<file path="config.mk">
export PLATFORM = sky130hd
export DESIGN_NAME = lo_prog_divider
export DESIGN_NICKNAME = d
export VERILOG_FILES = /design/src/rtl/lodiv_pkg.sv /design/src/rtl/lodiv_cfg_reg.sv /design/src/rtl/lodiv_prescale2.sv /design/src/rtl/lodiv_swallow.sv /design/src/rtl/lodiv_direct.sv /design/src/rtl/lo_prog_divider.sv
export SDC_FILE = /design/constraint.sdc
export NUM_CORES = 1
export LEC_CHECK = 0
export BUFFER_PORTS_ARGS = -buffer_cell sky130_fd_sc_hd__buf_2
export CAP_MARGIN = 25
export CORE_ASPECT_RATIO = 1.2
export CORE_MARGIN = 5
export CORE_UTILIZATION = 54
export DETAILED_ROUTE_END_ITERATION = 16
export PLACE_DENSITY = 0.79
export SETUP_SLACK_MARGIN = 0.02
export SYNTH_ARGS = -nofsm -noshare
export SYNTH_HDL_FRONTEND = slang
export SYNTH_SLANG_ARGS = --single-unit
</file>
<file path="constraint.sdc">
create_clock -name clk -period 3.75 [get_ports clk]
set_clock_uncertainty 0.2 [all_clocks]
set_input_delay 0.375 -clock clk [delete_from_list [all_inputs] [get_ports clk]]
set_output_delay 0.375 -clock clk [all_outputs]
set_load 0.03 [all_outputs]
</file>
<file path="src/rtl/lodiv_pkg.sv">
package lodiv_pkg;

    localparam int DIV_W   = 16;
    localparam int SWAL_W  = 4;
    localparam int DIR_W   = 12;
    localparam int SW_MOD  = 1 << SWAL_W;
    localparam int MIN_SW  = SW_MOD * (SW_MOD + 1);
    localparam int MIN_DIR = 4;

    typedef enum logic [1:0] {
        PATH_HI_SWALLOW = 2'd0,
        PATH_LO_SWALLOW = 2'd1,
        PATH_LO_DIRECT  = 2'd2
    } path_e;

    typedef struct packed {
        path_e             path;
        logic [DIV_W-1:0]  n;
        logic              clamped;
    } div_cfg_t;

    function automatic div_cfg_t shape_cfg(input logic band_hi,
                                           input logic lo_swallow,
                                           input logic [DIV_W-1:0] raw);
        div_cfg_t          c;
        logic [DIV_W-1:0]  floor_v;
        logic [DIV_W-1:0]  eff;
        if (band_hi)         c.path = PATH_HI_SWALLOW;
        else if (lo_swallow) c.path = PATH_LO_SWALLOW;
        else                 c.path = PATH_LO_DIRECT;
        if (c.path == PATH_LO_DIRECT) begin
            eff     = {{(DIV_W-DIR_W){1'b0}}, raw[DIR_W-1:0]};
            floor_v = DIV_W'(MIN_DIR);
        end else begin
            eff     = raw;
            floor_v = DIV_W'(MIN_SW);
        end
        c.clamped = (eff < floor_v);
        c.n       = c.clamped ? floor_v : eff;
        return c;
    endfunction

endpackage

</file>
<file path="src/rtl/lodiv_cfg_reg.sv">
module lodiv_cfg_reg
    import lodiv_pkg::*;
(
    input  logic     clk,
    input  logic     load,
    input  div_cfg_t cfg_in,
    output div_cfg_t cfg_q
);
    always_ff @(posedge clk) begin
        if (load) cfg_q <= cfg_in;
    end
endmodule

</file>
<file path="src/rtl/lodiv_prescale2.sv">
module lodiv_prescale2 (
    input  logic clk,
    input  logic load,
    input  logic tick_in,
    output logic tick_out
);
    logic phase;

    assign tick_out = tick_in & phase;

    always_ff @(posedge clk) begin
        if (load)         phase <= 1'b0;
        else if (tick_in) phase <= ~phase;
    end
endmodule

</file>
<file path="src/rtl/lodiv_swallow.sv">
module lodiv_swallow #(
    parameter int N_W = 16,
    parameter int S_W = 4
) (
    input  logic           clk,
    input  logic           load,
    input  logic           tick,
    input  logic [N_W-1:0] ld_n,
    output logic           term
);
    localparam int M_W = N_W - S_W;
    localparam int MOD = 1 << S_W;

    logic [S_W:0]   pc;
    logic [M_W-1:0] main_left;
    logic [S_W-1:0] swal_left;
    logic [S_W:0]   last_pc;
    logic           grp_end;

    assign last_pc = (swal_left != '0) ? (S_W+1)'(MOD) : (S_W+1)'(MOD - 1);
    assign grp_end = tick && (pc == last_pc);
    assign term    = grp_end && (main_left == M_W'(1));

    always_ff @(posedge clk) begin
        if (load) begin
            pc        <= '0;
            main_left <= ld_n[N_W-1:S_W];
            swal_left <= ld_n[S_W-1:0];
        end else if (tick) begin
            if (grp_end) begin
                pc        <= '0;
                main_left <= main_left - M_W'(1);
                if (swal_left != '0) swal_left <= swal_left - S_W'(1);
            end else begin
                pc <= pc + (S_W+1)'(1);
            end
        end
    end
endmodule

</file>
<file path="src/rtl/lodiv_direct.sv">
module lodiv_direct #(
    parameter int C_W = 12
) (
    input  logic           clk,
    input  logic           load,
    input  logic           tick,
    input  logic [C_W-1:0] ld_n,
    output logic           term
);
    logic [C_W-1:0] cnt;
    logic [C_W-1:0] top_v;

    assign term = tick && (cnt == top_v);

    always_ff @(posedge clk) begin
        if (load) begin
            cnt   <= '0;
            top_v <= ld_n - C_W'(1);
        end else if (tick) begin
            cnt <= cnt + C_W'(1);
        end
    end
endmodule

</file>
<file path="src/rtl/lo_prog_divider.sv">
module lo_prog_divider
    import lodiv_pkg::*;
#(
    parameter int NW = DIV_W,
    parameter int SW = SWAL_W,
    parameter int DW = DIR_W
) (
    input  logic          clk,
    input  logic          rst,
    input  logic          hi_tick,
    input  logic          lo_tick,
    input  logic          band_hi,
    input  logic          lo_swallow,
    input  logic [NW-1:0] divisor,
    output logic          div_pulse,
    output logic          clamp_err,
    output logic          band_pull
);
    div_cfg_t cfg_next;
    div_cfg_t cfg_q;
    logic     term;
    logic     load;
    logic     pre_in, pre_out;
    logic     sw_tick, dir_tick;
    logic     sw_term, dir_term;

    assign cfg_next = shape_cfg(band_hi, lo_swallow, divisor);
    assign load     = rst | term;

    lodiv_cfg_reg u_cfg (
        .clk    (clk),
        .load   (load),
        .cfg_in (cfg_next),
        .cfg_q  (cfg_q)
    );

    assign pre_in = hi_tick && (cfg_q.path == PATH_HI_SWALLOW);

    lodiv_prescale2 u_pre (
        .clk      (clk),
        .load     (load),
        .tick_in  (pre_in),
        .tick_out (pre_out)
    );

    always_comb begin
        sw_tick  = 1'b0;
        dir_tick = 1'b0;
        case (cfg_q.path)
            PATH_HI_SWALLOW: sw_tick  = pre_out;
            PATH_LO_SWALLOW: sw_tick  = lo_tick;
            PATH_LO_DIRECT:  dir_tick = lo_tick;
            default: ;
        endcase
    end

    lodiv_swallow #(.N_W(NW), .S_W(SW)) u_sw (
        .clk  (clk),
        .load (load),
        .tick (sw_tick),
        .ld_n (cfg_next.n),
        .term (sw_term)
    );

    lodiv_direct #(.C_W(DW)) u_dir (
        .clk  (clk),
        .load (load),
        .tick (dir_tick),
        .ld_n (cfg_next.n[DW-1:0]),
        .term (dir_term)
    );

    assign term = (cfg_q.path == PATH_LO_DIRECT) ? dir_term : sw_term;

    always_ff @(posedge clk) begin
        if (rst) div_pulse <= 1'b0;
        else     div_pulse <= term;
    end

    assign clamp_err = cfg_q.clamped;
    assign band_pull = (cfg_q.path == PATH_HI_SWALLOW);
endmodule

</file>
==> flow_metrics.py <==
metrics = {
    "pwr": {
        "power_switching_mw": 0.267,
        "power.internal_mw": 0.891,
        "pwr-share-comb_pct": 12.0,
        "pwr-share-seq_pct": 56.4,
        "peakVddDrop_mv": 0.317,
        "p_per_area_nw_per_um2": 382,
        "swShare_pct": 23.0,
        "p_leak_nw": 1.15,
        "clkPwrFrac_pct": 31.6,
    },
    "sta": {
        "tns_ns": 0,
        "max_slew_margin_pct": 58.0,
        "max_freq_mhz": 325,
        "fin_crit_ns": 3.08,
        "hold_viol_final": 0,
        "layout_setup_ws_ns": 0.674,
        "worst_slew_pin_slew_ns": 0.626,
        "setup_viol": 0,
        "rsz0062_at_grt": "no",
        "slew_viol_final": 0,
        "fin_crit_sh_pct": 82.0,
    },
    "layout": {
        "drive_above_1_share_pct": 12.2,
        "n_antenna_cell": 0,
        "area_growth_pct": 10.1,
        "nets": 323,
        "num-fill-cells": 400,
    },
    "synth": {
        "yosys_warnings": 0,
        "synth_ff_type": "edfxtp_1",
        "synth-edff-count": 31,
        "syn_inst": 270,
        "avgSynthCellArea_sq_um": 10.2,
        "ys_seq_elements": 50,
        "synthDominantCellAreaShare_pct": 33.8,
        "synth_area_leaders": "edfxtp_1 (34%), dfxtp_1 (14%), xnor2_1 (10%)",
        "synth_top_cell_by_area": "edfxtp_1",
        "syn-cell-area_sq_um": 2750,
        "seq_area_frac_synth_pct": 47.6,
        "synth-async-reset-ratio_pct": 0,
        "synth_cell_types": 43,
        "synth_nets": 299,
    },
    "hold_path": {
        "worstHoldPathType": "in2reg",
        "min-delay-start": "rst",
    },
    "clocking": {
        "cts-resized-gates": 0,
        "numCtsBuffers": 5,
        "clkTransAtPathRegs_ns": 0.09,
        "clk_latency_ns": 0.30,
        "holdBufCountCts": 0,
        "cts_tree": "built",
        "root_buffer": "clkbuf_8",
        "post_cts_buffers": 0,
        "htree_levels": 2,
        "cts_max_path_buffers": 2,
        "cts.sinks": 50,
    },
    "setup_path": {
        "crit_start": "u_sw.swal_left[0]",
        "path_max_fanout": 8,
        "cp.required_ns": 3.60,
        "r2r-start": "u_sw.swal_left[0]",
        "worst_setup_path_start_kind": "flip-flop",
        "arrival_ns": 2.92,
        "path_class": "reg2reg",
        "cp-end-kind": "flip-flop",
    },
    "drt": {
        "vias": 1969,
        "drtPass1Iterations": 4,
        "wl_per_cell_um": 14.2,
        "first_iter_violations": 74,
        "drc": 0,
        "viasPerCell": 5.55,
        "drt_wl_total_um": 5050,
        "ant_nets": 0,
    },
    "floorplan": {
        "io-pin-count": 25,
        "fp.coreArea_sq_um": 4940,
        "die_y_um": 88.2,
        "rows": 28,
        "die_w_um": 75.2,
        "start_util_pct": 55.7,
        "die_area_sq_um": 6630,
    },
    "placement": {
        "place_congestion": 0.806,
        "dp_slack_ns": 0.477,
        "hpwl_um": 3910,
        "port-buffer-count": 24,
    },
    "global_routing": {
        "grt_first_pass_wirelength_um": 8740,
        "grtUsageTotal_pct": 17.2,
        "grt_max_degree": 39,
        "overflow": 0,
        "grt_pass1_vias": 1905,
        "antenna_found_initial": 0,
    },
    "job": {
        "maxCapViolCount": 0,
    },
    "outcome": {
        "status": "completed",
    },
}
-- cells by family after synthesis --
logic type	count (synthesis)	synth area share [%]
simple gates	110	19.8
buf+inv	18	3.18
xor+xnor	45	14.3
fa+ha+maj	7	3.18
flops	50	47.6
compound gates	23	5.63
mux	17	6.32
-- cell usage after synthesis (5+ instances only) --
master    instances
xnor2_1          33
nand4_1           5
xor2_1           12
nor4_1            8
nor3_1            8
dfxtp_1          19
a21oi_1           7
mux2i_1          14
ha_1              7
edfxtp_1         31
and3_1            5
inv_1             8
nand2_1          30
nor2_1           30
-- critical path: stages (launching register included) --
cell,delay [ns]
edfxtp_1,0.42
inv_1,0.08
ha_1,0.20
or3b_1,0.41
and3_1,0.23
or2_0,0.33
a311o_2,0.44
buf_4,0.22
mux2_1,0.32
-- registers in the layout (all words and copies together), names as in the netlist --
| signal | flops |
|---|---|
| u_dir.top_v | 12 |
| div_pulse | 1 |
| u_pre.phase | 1 |
| u_sw.pc | 5 |
| u_dir.cnt | 12 |
| u_sw.swal_left | 4 |
| u_sw.main_left | 12 |
| u_cfg.cfg_q | 3 |
-- cells in the final DEF (no fill, tap or decap), drive strengths merged, types with 9 or more instances in the layout --
| cell | netlist | layout |
|---|---|---|
| mux2i | 14 | 14 |
| buf | 6 | 26 |
| xor2 | 12 | 12 |
| dfxtp | 19 | 19 |
| inv | 8 | 9 |
| nor2 | 30 | 30 |
| edfxtp | 31 | 31 |
| nand2 | 30 | 30 |
| xnor2 | 33 | 33 |
-- path summary, 6_finish.rpt --
path                            end  slack [ns]  cells after the start
setup / recovery  u_sw.main_left[7]        0.67                      8
hold / removal            div_pulse        0.03                      2
setup reg to reg  u_sw.main_left[7]        0.67                      8
hold reg to reg          u_sw.pc[4]        0.31                      2
-- layout make-up --
cell class	count	area, sq um	area share, %
Clock inverter	2	36.3	1.20
Clock buffer	6	72.6	2.39
Inverter	9	33.8	1.11
Multi-Input combinational cell	202	1360	44.7
Timing Repair Buffer	26	148	4.87
Sequential cell	50	1310	43.2
Tap cell	60	75.1	2.48
-- routing by layer --
metal  up-vias  global-route usage, %  wire length, um
met1       913                   20.9             2070
met4         0                   6.20               87
li1       1002                      -                -
met2        45                   29.8             2650
met3         9                   3.75              239
met5         -                      0                0
-- power by group through the flow --
stage | combinational [mW] | clock (mW) | sequential [mW]
3_5_place_dp | 0.139 | 0 | 0.665
6_report | 0.139 | 0.366 | 0.653
5_1_grt | 0.157 | 0.404 | 0.658
3_3_place_gp | 0.135 | 0 | 0.663
2_1_floorplan | 0.0979 | 0 | 0.660
4_1_cts | 0.140 | 0.380 | 0.652
-- through the flow --
step / cell area (sq um) / utilization [%] / total power [mW] / hold slack (ns) / cells
floorplan: 2750 / - / 0.758 / 0.247 / 270
global placement: 2920 / 59.2 / 0.798 / 0.274 / 347
detailed placement: 2920 / 59.2 / 0.804 / 0.292 / 347
CTS: 3030 / 61.4 / 1.17 / 0.0215 / 355
global route: 3030 / 61.4 / 1.22 / 0.0337 / 355
finish: 3030 / 61.4 / 1.16 / 0.0333 / 355
No activity file was read; power rests on OpenSTA's default activity.
